==> config.mk <==
export PLATFORM = sky130hd
export DESIGN_NAME = gray_dl_counter
export DESIGN_NICKNAME = d
export VERILOG_FILES = /design/src/rtl/gray_dl_pkg.sv /design/src/rtl/gdl_bin_counter.sv /design/src/rtl/gdl_delay_chain.sv /design/src/rtl/gdl_upper_xor.sv /design/src/rtl/gray_dl_counter.sv
export SDC_FILE = /design/constraint.sdc
export NUM_CORES = 1
export LEC_CHECK = 0
export BUFFER_PORTS_ARGS = -buffer_cell sky130_fd_sc_hd__buf_4
export CORE_ASPECT_RATIO = 1.5
export CORE_MARGIN = 10
export CORE_UTILIZATION = 55
export CTS_CLUSTER_DIAMETER = 50
export CTS_CLUSTER_SIZE = 16
export DETAILED_ROUTE_END_ITERATION = 6
export PLACE_DENSITY = 0.86
export SYNTH_ARGS = -nofsm -noshare
export SYNTH_HDL_FRONTEND = slang
export SYNTH_SLANG_ARGS = --single-unit
==> constraint.sdc <==
create_clock -name clk -period 1.8 [get_ports clk]
set_input_delay 0.18 -clock clk [delete_from_list [all_inputs] [get_ports clk]]
set_output_delay 0.18 -clock clk [all_outputs]
set_load 0.02 [all_outputs]
==> src/rtl/gray_dl_pkg.sv <==
package gray_dl_pkg;

    localparam int unsigned GDL_WIDTH_DEF   = 8;
    localparam int unsigned GDL_DELAYED_DEF = 5;

    // Number of chain stages that carry Gray bit j.
    function automatic int unsigned chain_depth(input int unsigned j);
        return 32'd1 << j;
    endfunction

    // Bit 'bitpos' of the n-bit value (0 - back) mod 2^n: the binary count
    // 'back' enabled steps before zero.
    function automatic logic history_bit(input int unsigned n,
                                         input int unsigned bitpos,
                                         input int unsigned back);
        longint unsigned v;
        v = ((64'd1 << n) - 64'(back)) & ((64'd1 << n) - 64'd1);
        return v[bitpos];
    endfunction

endpackage

==> src/rtl/gdl_bin_counter.sv <==
module gdl_bin_counter #(
    parameter int unsigned N = 8
) (
    input  logic         clk,
    input  logic         rst,
    input  logic         en_i,
    output logic [N-1:0] cnt_o
);
    logic [N-1:0] cnt_q;

    always_ff @(posedge clk) begin
        if (rst)       cnt_q <= '0;
        else if (en_i) cnt_q <= cnt_q + {{(N-1){1'b0}}, 1'b1};
    end

    assign cnt_o = cnt_q;


    step_incr_chk: assert property (@(posedge clk) disable iff (rst)
        (en_i && !$past(rst)) |=> (cnt_q == $past(cnt_q) + {{(N-1){1'b0}}, 1'b1}));

endmodule

==> src/rtl/gdl_delay_chain.sv <==
module gdl_delay_chain
    import gray_dl_pkg::*;
#(
    parameter int unsigned N      = 8,
    parameter int unsigned SRCBIT = 1,
    parameter int unsigned DEPTH  = 1
) (
    input  logic clk,
    input  logic rst,
    input  logic en_i,
    input  logic din_i,
    output logic dout_o
);
    logic [DEPTH-1:0] stage_q;

    always_ff @(posedge clk) begin
        if (rst) begin
            for (int s = 0; s < int'(DEPTH); s++)
                stage_q[s] <= history_bit(N, SRCBIT, s + 1);
        end else if (en_i) begin
            stage_q[0] <= din_i;
            for (int s = 1; s < int'(DEPTH); s++)
                stage_q[s] <= stage_q[s-1];
        end
    end

    assign dout_o = stage_q[DEPTH-1];


    chain_hold_chk: assert property (@(posedge clk) disable iff (rst)
        (!en_i && !$past(rst)) |=> $stable(stage_q));

endmodule

==> src/rtl/gdl_upper_xor.sv <==
module gdl_upper_xor #(
    parameter int unsigned W = 3
) (
    input  logic [W-1:0] bin_i,
    output logic [W-1:0] gray_o
);
    for (genvar k = 0; k < W; k++) begin : g_bit
        if (k == W - 1) begin : g_top
            assign gray_o[k] = bin_i[k];
        end else begin : g_mid
            assign gray_o[k] = bin_i[k] ^ bin_i[k+1];
        end
    end
endmodule

==> src/rtl/gray_dl_counter.sv <==
module gray_dl_counter
    import gray_dl_pkg::*;
#(
    parameter int unsigned N       = GDL_WIDTH_DEF,
    parameter int unsigned DL_BITS = GDL_DELAYED_DEF
) (
    input  logic         clk,
    input  logic         rst,
    input  logic         en_i,
    output logic [N-1:0] gray_o,
    output logic [N-1:0] bin_o
);
    localparam int unsigned UPPER_W = N - DL_BITS;

    if (DL_BITS < 1 || DL_BITS > N - 1) begin : g_bad_cfg
        $error("DL_BITS must lie in 1..N-1");
    end

    logic [N-1:0] bin_w;
    logic [N-1:0] gray_w;

    gdl_bin_counter #(.N(N)) u_cnt (
        .clk   (clk),
        .rst   (rst),
        .en_i  (en_i),
        .cnt_o (bin_w)
    );

    for (genvar j = 0; j < DL_BITS; j++) begin : g_chain
        logic tap_w;
        gdl_delay_chain #(
            .N      (N),
            .SRCBIT (j + 1),
            .DEPTH  (chain_depth(j))
        ) u_dl (
            .clk    (clk),
            .rst    (rst),
            .en_i   (en_i),
            .din_i  (bin_w[j+1]),
            .dout_o (tap_w)
        );
        assign gray_w[j] = ~tap_w;
    end

    gdl_upper_xor #(.W(UPPER_W)) u_up (
        .bin_i  (bin_w[N-1:DL_BITS]),
        .gray_o (gray_w[N-1:DL_BITS])
    );

    assign gray_o = gray_w;
    assign bin_o  = bin_w;


    reset_zero_chk: assert property (@(posedge clk) disable iff (rst)
        $past(rst) |-> (gray_o == '0 && bin_o == '0));


    gray_match_chk: assert property (@(posedge clk) disable iff (rst)
        gray_o == (bin_o ^ (bin_o >> 1)));


    one_bit_chk: assert property (@(posedge clk) disable iff (rst)
        (en_i && !$past(rst)) |=> ($countones(gray_o ^ $past(gray_o)) == 1));


    freeze_chk: assert property (@(posedge clk) disable iff (rst)
        (!en_i && !$past(rst)) |=> ($stable(gray_o) && $stable(bin_o)));

endmodule

==> metrics.md, run 1 <==
| Metric | Value |
|---|---|
| Outcome | `complete, no violations` |
| Via density | `about 5.2` |
| TritonCTS clock tree | `yes` |
| Postcts setup bufs | `0` |
| Sequential cell fraction of total power | `around half` |
| GRT Util Overall | `11.27%` |
| Clock buffer depth | `2` |
| Reg2reg path depth | `4` |
| GP Congestion | `0.7052` |
| GRT overflow | `0` |
| PortBufs | `18` |
| Initial Utilization | `roughly 56%` |
| Endpoints failing setup | `0` |
| Max_cap viols | `0` |
| Hold depth | `2` |
| Root Buffer | `clkbuf_8` |
| Clock power frac | `a little under half` |
| Commonest non-fill, non-tap cell in the layout | `dfxtp_1` |
| R2r setup slk | `roughly 460 ps` |
| Worst-margin pin slew | `approximately 340 ps` |
| Leak Pwr | `0.8160 nW` |
| Max Freq | `743.6 MHz` |
| FF-to-FF Start | `u_cnt.cnt_o[1]$_SDFFE_PP0P_` |
| N_diodes | `0` |
| WHS Endpoint | `u_cnt.cnt_o[0]$_SDFFE_PP0P_` |
| Unrepaired setup endpoints after global routing | `no` |
| DRC viols | `0` |
| CTS Buf Count | `5` |
| Initial drt markers | `39` |
| Overall power | `between 1.5 and 2 mW` |
| #FFs+latches synth | `39` |
| Most frequent cells in the layout | `dfxtp_1, nand2_1, mux2i_1` |
| Clock Pin Slew Worst Setup and Hold Paths | `about 80 ps` |
| Clock sinks | `39` |
| Slew Viols, Final | `0` |
| Die Wd | `between 60 and 70 um` |
| Clk_lat worst skew | `approximately 290 ps` |
| Via count | `1,039` |
| Layout area overhead | `16.16%` |
| Final min period | `around 1300 ps` |
| RR Endpoint | `u_cnt.cnt_o[6]$_SDFFE_PP0P_` |
| Hpwl dp | `1945 um` |
| Netlist cell types | `18` |
| Cells after synthesis | `about 150` |
| Cts repair resizes | `0` |
| WL per Instance | `roughly 13 um` |
| Fin Setup TNS | `0 ps` |
| Mapped cell area | `roughly 1500 sq um` |
| Core ar. | `approximately 2600 sq um` |
| CP Data Arrival Time | `roughly 1600 ps` |
| DRT Wirelength | `2639 um` |
| Int Power | `~1.5 mW` |
| Crit Path Max Fanout | `6` |
| First-pass GRT wire length | `approximately 4800 um` |
| # H-tree levels | `2` |
| Row Count | `23` |
| Tcrit/Tclk final | `between 70 and 80%` |
| Max VDD drop | `~0.97 mV` |
| Drt pass-1 iters | `6` |
| Largest net degree at the start of global routing | `25` |
| Part of the Yosys area used for sequential elements | `52.26%` |
| Startpoint types | `register` |
| # IOs | `19` |
| Total die area | `roughly 5200 sq um` |
| Crit end category | `register` |
| Logic pwr share | `6.5%` |
| Vias in the first global route | `approximately 1,100` |
| Switching Fraction | `around a fifth` |
| Post-route antenna net violation count | `0` |
| Hold-fix buffers, CTS | `0` |
| Final-report hold violation count | `0` |
| Vert. Die Dim | `~84 um` |
| WP data required | `just over 2000 ps` |
| WS Path Type | `register to register` |
| PD cells | `1077 nW/um^2` |
| Layout cells sized above 1 | `between 10% and 20%` |
| Final net count | `168` |
| Post-synthesis area per instance | `9.894 sq um` |
| Hold path start | `rst` |
| Initial antenna violation count | `0` |
| YS warnings | `0` |
| Relative slew slack | `77.22%` |
| Switch Pwr | `0.3780 mW` |
| Final Skew | `slightly below 9 ps` |
| HP Class | `input pin to register` |
| Net count after synthesis | `around 160` |
-- layout make-up --
type                            instances  area, sq um
Clock inverter                          2        60.06
Tap cell                               37        46.29
Clock buffer                            6        72.57
Fill cell                             214        912.1
Multi-Input combinational cell         91        603.1
Sequential cell                        39        780.7
Inverter                                6        22.52
Timing Repair Buffer                   20        150.1
-- worst max path at each step --
stage,startpoint,to,slack [ps],cells past startpoint
3_3_place_gp,u_cnt.cnt_o[1]$_SDFFE_PP0P_,u_cnt.cnt_o[6]$_SDFFE_PP0P_,530,4
4_1_cts,u_cnt.cnt_o[0]$_SDFFE_PP0P_,u_cnt.cnt_o[6]$_SDFFE_PP0P_,440,4
2_1_floorplan,u_cnt.cnt_o[0]$_SDFFE_PP0P_,u_cnt.cnt_o[6]$_SDFFE_PP0P_,420,4
3_5_place_dp,u_cnt.cnt_o[0]$_SDFFE_PP0P_,u_cnt.cnt_o[6]$_SDFFE_PP0P_,470,4
5_1_grt,u_cnt.cnt_o[0]$_SDFFE_PP0P_,u_cnt.cnt_o[6]$_SDFFE_PP0P_,330,4
6_report,u_cnt.cnt_o[1]$_SDFFE_PP0P_,u_cnt.cnt_o[6]$_SDFFE_PP0P_,460,4
-- synth_stat cells --
| cell | count | area, sq um |
|---|---|---|
| nand3_1 | 2 | 10.01 |
| ha_1 | 2 | 25.02 |
| nand4_2 | 1 | 12.51 |
| o211ai_1 | 5 | 37.54 |
| clkbuf_1 | 4 | 15.01 |
| mux2i_1 | 27 | 270.3 |
| nand4_1 | 2 | 12.51 |
| nor2_1 | 5 | 18.77 |
| a21oi_1 | 3 | 15.01 |
| nand2_1 | 33 | 123.9 |
| buf_2 | 4 | 20.02 |
| dfxtp_1 | 39 | 780.8 |
| inv_1 | 6 | 22.52 |
| or3_1 | 3 | 18.77 |
| buf_4 | 7 | 52.55 |
| o21ai_0 | 3 | 15.01 |
| xor2_1 | 4 | 35.03 |
| xnor2_1 | 1 | 8.760 |
-- power by group through the flow --
| stage | Clock (mW) | Sequential, mW | Combinational [mW] |
|---|---|---|---|
| after floorplan | 0 | 0.922 | 0.0914 |
| after global placement | 0 | 0.921 | 0.118 |
| after detailed placement | 0 | 0.924 | 0.123 |
| after CTS | 0.861 | 0.904 | 0.123 |
| after global routing | 0.897 | 0.907 | 0.132 |
| final | 0.846 | 0.903 | 0.121 |
-- logic make-up after synthesis --
group	share of synthesized area, %
buffers and inverters	7.370
adder cells (fa/ha/maj)	1.675
multiplexers	18.09
flip-flops	52.26
AND/OR/NAND/NOR	13.15
AO/OA/AOI/OAI	4.522
XOR/XNOR	2.931
-- worst max-delay path, stage by stage (launching register included) --
cell     delay (ps)
dfxtp_1         420
ha_1            220
nand4_2         130
or3_1           370
a21oi_1         140
-- state kept, by name, summed over array words and instances (netlist names) --
register	cells
u_cnt.cnt_o	8
g_chain.u_dl.dout_o	1
g_chain.u_dl.stage_q	30
-- routing by layer --
layer | track usage, % | share of wire (%) | vias to the layer above
met1 | 10.83 | 39 | 493
met3 | 5.108 | 5.5 | 9
met2 | 19.01 | 53 | 19
met4 | 7.143 | 2.9 | 0
li1 | - | - | 518
met5 | 0 | 0 | -
-- through the flow --
step	hold WS, ps	instances	area (sq um)	utilization, %	setup WS (ps)
global route	106.8	201	1735	65.55	329.1
detailed placement	428.5	193	1603	60.54	465.0
floorplan	425.6	151	1494	-	421.4
CTS	108.7	201	1735	65.55	444.1
global placement	417.9	193	1603	60.54	534.2
finish	114.1	201	1735	65.55	455.2
Power figures use the tool's default switching activity.
==> run 2: changes to the inputs <==
- CORE_UTILIZATION: 55 -> 50
- PLACE_DENSITY: 0.86 -> 0.83
- clock period: 1.8 -> 1.2 ns (I/O delays scaled with it)
==> run 2 against run 1 <==
Against the previous run:
- die area grew 7.2%
- non-clock buffer count grew 8
- largest cell class unchanged
- power grew 35%
- flip-flop and latch count is the same
- clock power grew 12%
- clock skew shrank 4.2 ps
==> metrics.md, run 2 (same netlist as run 1, synthesis figures left out) <==
| Metric | Value |
|---|---|
| Drt pass-1 iters | `4 (-2)` |
| DRT Wirelength | `2848 um (+7.9%)` |
| Final min period | `between 1000 and 1500 ps` |
| CTS Buf Count | `5 (unchanged)` |
| TritonCTS clock tree | `yes` |
| Design Area, Final | `1884 sq um (+8.6%)` |
| Routing usage on met3 | `4.768% (-0.34 points)` |
| Overall power | `2.516 mW (+35%)` |
| DRC viols | `0 (unchanged)` |
| GRT overflow | `0 (unchanged)` |
| R2r setup slk | `30 ps (-430 ps)` |
| PD cells | `1335 nW/um^2 (+24%)` |
| Vert. Die Dim | `86.95 um (+3.7%)` |
| Max Freq | `about 830 MHz` |
| Leak Pwr | `0.8588 nW (+5.3%)` |
| First-pass GRT wire length | `4733 um (-0.44%)` |
| Hold-fix buffers, CTS | `0 (unchanged)` |
| Initial Utilization | `51.82% (-4.6 points)` |
| Grt met1 use | `10.10% (-0.73 points)` |
| Crit-path most repeated cell | `buf_6` |
| Core ar. | `2883 sq um (+8.9%)` |
| Crit Path Max Fanout | `3 (-3)` |
| Relative slew slack | `84.16% (+6.9 points)` |
| Cell Area, Placed | `1680 sq um (+4.8%)` |
| N_diodes | `0 (unchanged)` |
| GP Congestion | `0.7249 (+2.8%)` |
| Layout area overhead | `26.13%` |
| Endpoints failing setup | `0 (unchanged)` |
| Via density | `4.972 (-3.8%)` |
| GRT Util Overall | `10.60% (-0.68 points)` |
| Busiest metal layer after global routing | `met2` |
| Worst-margin pin slew | `237.2 ps (-104.4 ps)` |
| Slew Viols, Final | `0 (unchanged)` |
| Tcrit/Tclk final | `between 90% and 100%` |
| Crit-path cells | `buf_6 -> xor2_2 -> buf_6` |
| Startpoint types | `register` |
| Clock buffer depth | `2 (unchanged)` |
| HP Class | `input pin to register` |
| Cell Count Post-Placement | `201 (+4.1%)` |
| WS Path Type | `register to output port` |
| Total die area | `5619 sq um (+7.2%)` |
| Via count | `1,049 (+0.96%)` |
| Crit end category | `output port` |
| WP data required | `1080 ps (-950 ps)` |
| Max_cap viols | `0 (unchanged)` |
| WL per Instance | `13.50 um (+2.8%)` |
| Layout cells sized above 1 | `29.07% (+12 points)` |
| CP max stage delay | `380 ps (-40 ps)` |
| Largest net degree at the start of global routing | `32 (+28%)` |
| Unrepaired setup endpoints after global routing | `yes` |
| Fin util | `65.36% (-0.18 points)` |
| Outcome | `complete, no violations` |
| Initial antenna violation count | `0 (unchanged)` |
| Final net count | `176 (+4.8%)` |
| Die Wd | `64.63 um (+3.3%)` |
| Final cell count without fillers | `211 (+5.0%)` |
| Vias in the first global route | `1,095 (+2.7%)` |
| Initial drt markers | `26 (-33%)` |
| Post-route antenna net violation count | `0 (unchanged)` |
| Met2 GRT Util | `17.63% (-1.4 points)` |
| CP Data Arrival Time | `1080 ps (-500 ps)` |
| Buffers plus inverters on the worst setup path | `2 (+2)` |
| # IOs | `19 (unchanged)` |
| Final Skew | `4.774 ps (-4.169 ps)` |
| Hpwl dp | `1846 um (-5.1%)` |
| Clk_lat worst skew | `290 ps (about the same)` |
| Most frequent cells in the layout | `nand2_1, dfxtp_1, mux2i_1` |
| Clock sinks | `39 (unchanged)` |
| Final-report hold violation count | `0 (unchanged)` |
| Clock Pin Slew Worst Setup and Hold Paths | `70 ps (about the same)` |
| # H-tree levels | `2 (unchanged)` |
| Slowest stage cell, crit path | `dfxtp_4` |
| Top reg by flops | `g_chain.u_dl.stage_q` |
| PortBufs | `18 (unchanged)` |
| Root Buffer | `clkbuf_8` |
| Row Count | `24 (+4.3%)` |
| Largest register FFs | `30 (unchanged)` |
| Max VDD drop | `1.218 mV (+26%)` |
| CP top delay family | `flip-flops` |
## run 2: through the flow
| step | TNS (ps) | hold WS [ps] | setup slack, ps |
|---|---|---|---|
| after floorplan | -34.67 | 358.1 | -34.67 |
| after global placement | 0 | 351.3 | 49.76 |
| after detailed placement | 0 | 361.5 | 13.80 |
| after CTS | -0.1534 | 36.28 | -0.1534 |
| after global routing | -95.31 | 47.03 | -54.31 |
| final | 0 | 50.25 | 2.184 |
## run 2: layout make-up
| type | instances | area [sq um] |
|---|---|---|
| Inverter | 6 | 22.52 |
| Clock buffer | 8 | 100.1 |
| Sequential cell | 39 | 795.8 |
| Tap cell | 39 | 48.80 |
| Fill cell | 251 | 998.5 |
| Timing Repair Buffer | 28 | 250.2 |
| Multi-Input combinational cell | 91 | 666.9 |
## run 2: where the power goes
group | internal (mW) | switching [mW]
registers | 1.33 | 0.0210
clock network | 0.524 | 0.420
logic | 0.102 | 0.120
total | 1.96 | 0.560
## run 2: repair_timing
action / CTS / global route
buffers inserted: 2 / 0
resized for setup: 5 / 15
pin swaps: 0 / 6
endpoints found under the hold margin: 0 / 0
endpoints found under the setup margin: 2 / 5
## run 2: layer usage
| layer | vias up | routed length (um) |
|---|---|---|
| met5 | - | 0 |
| met4 | 0 | 67 |
| met3 | 7 | 145 |
| met2 | 18 | 1545 |
| met1 | 492 | 1090 |
| li1 | 532 | - |
## run 2: path summary, 6_finish.rpt
| kind | from | end | depth (start not counted) |
|---|---|---|---|
| max | u_cnt.cnt_o[6]$_SDFFE_PP0P_ | gray_o[6] | 3 |
| min | rst | u_cnt.cnt_o[6]$_SDFFE_PP0P_ | 2 |
| max reg2reg | u_cnt.cnt_o[1]$_SDFFE_PP0P_ | u_cnt.cnt_o[6]$_SDFFE_PP0P_ | 4 |
| min reg2reg | g_chain[3].u_dl.stage_q[3]$_SDFFE_PP1P_ | g_chain[3].u_dl.stage_q[3]$_SDFFE_PP1P_ | 2 |
## run 2: worst reg2reg max path, stage by stage, from the launching register on
cell and delay, ps:
dfxtp_4 370, ha_4 150, nand4_4 70, or3_4 400
a21oi_2 120
==> run 3: changes to the inputs <==
--- a/constraint.sdc
+++ b/constraint.sdc
@@ -3,2 +3,2 @@
 set_output_delay 0.12 -clock clk [all_outputs]
-set_load 0.02 [all_outputs]
+set_load 0.005 [all_outputs]
==> run 3 against run 2 <==
Against the previous run:
- critical path depth down 1
- clock skew up 1.4 ps
- power down 4.7%
- largest cell class unchanged
- routed wire length up 1.1%
==> metrics.md, run 3 (same netlist as run 1, synthesis figures left out) <==
| Metric | Value |
|---|---|
| Endpoints failing setup | `0 (unchanged)` |
| Max Freq | `842.9 MHz (+0.97%)` |
| Post-route antenna net violation count | `0 (unchanged)` |
| # H-tree levels | `2 (unchanged)` |
| Max_cap viols | `0 (unchanged)` |
| Initial Utilization | `51.82% (unchanged)` |
| N_diodes | `0 (unchanged)` |
| Hold-fix buffers, CTS | `0 (unchanged)` |
| Unrepaired setup endpoints after global routing | `yes` |
| Final cell count without fillers | `210 (-0.47%)` |
| Fin util | `62.59% (-2.8 points)` |
| Clock Pin Slew Worst Setup and Hold Paths | `70 ps (about the same)` |
| Total die area | `5619 sq um (unchanged)` |
| Crit Path Max Fanout | `2 (-1)` |
| # IOs | `19 (unchanged)` |
| CP top delay family | `flip-flops` |
| Worst hold slack | `56.06 ps (+5.805 ps)` |
| Initial drt markers | `44 (+69%)` |
| Cell Count Post-Placement | `202 (+0.50%)` |
| Postcts setup bufs | `0 (-2)` |
| Crit-path cells | `ha_1 -> buf_4` |
| Switch Pwr | `0.5600 mW (about the same)` |
| Vert. Die Dim | `86.95 um (unchanged)` |
| Layout area overhead | `20.77%` |
| Tcrit/Tclk final | `98.86% (-0.96 points)` |
| HP Class | `input pin to register` |
| Sequential cell fraction of total power | `56.4% (+2.7 points)` |
| Buffers plus inverters on the worst setup path | `1 (-1)` |
| Vias in the first global route | `1,078 (-1.6%)` |
| Logic pwr share | `8.3% (-0.5 points)` |
| Slowest stage cell, crit path | `dfxtp_2` |
| Final WS setup | `13.67 ps (+11.49 ps)` |
| Layout cells sized above 1 | `25.73% (-3.3 points)` |
| Slew Viols, Final | `0 (unchanged)` |
| Most frequent cells in the layout | `nand2_1, dfxtp_1, mux2i_1` |
| Final Skew | `6.178 ps (+1.405 ps)` |
| CTS Buf Count | `5 (unchanged)` |
| Pre-CTS setup slack | `21.39 ps (+7.594 ps)` |
| PortBufs | `18 (unchanged)` |
| Int Power | `1.839 mW (-6.0%)` |
| Die Wd | `64.63 um (unchanged)` |
| Outcome | `complete, no violations` |
| Via density | `4.995 (+0.48%)` |
| Final-report hold violation count | `0 (unchanged)` |
| PD cells | `1330 nW/um^2 (-0.43%)` |
| Top reg by flops | `g_chain.u_dl.stage_q` |
| GP Congestion | `0.7716 (+6.4%)` |
| Leak Pwr | `0.8397 nW (-2.2%)` |
| GRT Util Overall | `10.81% (+0.21 points)` |
| Crit end category | `output port` |
| Clk_lat worst skew | `290 ps (about the same)` |
| Worst-margin pin slew | `299.0 ps (+61.75 ps)` |
| Hpwl dp | `1973 um (+6.9%)` |
| GRT overflow | `0 (unchanged)` |
| Final net count | `175 (-0.57%)` |
| Initial antenna violation count | `0 (unchanged)` |
| Clock buffer depth | `2 (unchanged)` |
| CP max stage delay | `330 ps (-50 ps)` |
| Clock sinks | `39 (unchanged)` |
| Largest net degree at the start of global routing | `32 (unchanged)` |
| Row Count | `24 (unchanged)` |
| First-pass GRT wire length | `4747 um (+0.30%)` |
| Startpoint types | `register` |
| Switching Fraction | `23.34% (+1.1 points)` |
| TritonCTS clock tree | `yes` |
| CP Data Arrival Time | `1070 ps (about the same)` |
| Via count | `1,049 (unchanged)` |
| WL per Instance | `13.71 um (+1.6%)` |
| Max VDD drop | `0.9655 mV (-21%)` |
| Root Buffer | `clkbuf_8` |
| Fillers | `251 (unchanged)` |
| Largest register FFs | `30 (unchanged)` |
| Relative slew slack | `79.86% (-4.3 points)` |
| Final min period | `1186 ps (-11.49 ps)` |
| Drt pass-1 iters | `4 (unchanged)` |
| WS Path Type | `register to output port` |
| WP data required | `1080 ps (about the same)` |
| DRC viols | `0 (unchanged)` |
| Clock power frac | `35.3% (-2.2 points)` |
| Core ar. | `2883 sq um (unchanged)` |
| DRT Wirelength | `2879 um (+1.1%)` |
[run 3: stage by stage]
stage | power [mW] | TNS, ps | cell area (sq um)
2_1_floorplan | 1.502 | 0 | 1499
5_1_grt | 2.493 | -45.53 | 1804
4_1_cts | 2.410 | -4.352 | 1757
3_5_place_dp | 1.570 | 0 | 1675
6_report | 2.399 | 0 | 1804
3_3_place_gp | 1.558 | 0 | 1675
[run 3: layout make-up]
class | instances | area [sq um] | area share, %
clock buffers | 7 | 76.32 | 4.230
clock inverters | 1 | 5.005 | 0.2774
inverters | 6 | 22.52 | 1.248
multi-input cells | 91 | 638.1 | 35.37
flip-flops and latches | 39 | 790.8 | 43.83
well taps | 39 | 48.80 | 2.705
repair buffers | 27 | 222.7 | 12.34
[run 3: per-layer routing]
layer | wire length (um) | vias to the layer above | GRT usage (%) | part of all wire, %
met5 | 0 | - | 0 | 0
met4 | 109 | 0 | 8.203 | 3.8
met3 | 150 | 11 | 4.768 | 5.2
met2 | 1401 | 26 | 17.72 | 49
met1 | 1217 | 481 | 10.41 | 42
li1 | - | 531 | - | -
[run 3: worst paths after layout]
| kind | from | end | slack, ps | depth (start not counted) |
|---|---|---|---|---|
| worst max register to register | u_cnt.cnt_o[1]$_SDFFE_PP0P_ | u_cnt.cnt_o[6]$_SDFFE_PP0P_ | 40 | 4 |
| worst min-delay path | rst | u_cnt.cnt_o[7]$_SDFFE_PP0P_ | 60 | 2 |
| worst max-delay path | u_cnt.cnt_o[6]$_SDFFE_PP0P_ | gray_o[5] | 10 | 2 |
| worst min register to register | g_chain[2].u_dl.stage_q[2]$_SDFFE_PP1P_ | g_chain[2].u_dl.stage_q[2]$_SDFFE_PP1P_ | 480 | 2 |
[run 3: timing repair]
| item | 4_1_cts | 5_1_grt |
|---|---|---|
| gates cloned | 0 | 0 |
| setup endpoints to repair | 1 | 4 |
| pin swaps | 0 | 5 |
| gates resized for setup | 0 | 12 |
[run 3: worst register-to-register path, cell delays in order (launching register included)]
cell and delay, ps:
dfxtp_4 370, ha_4 150, nand4_4 60, or3_1 370, a21oi_1 130
[run 3: power groups by stage]
stage               Combinational, mW  Clock, mW  Sequential [mW]
finish                          0.200      0.846             1.35
global route                    0.221      0.916             1.36
CTS                             0.192      0.868             1.35
detailed placement              0.190          0             1.38
global placement                0.181          0             1.38
floorplan                       0.121          0             1.38
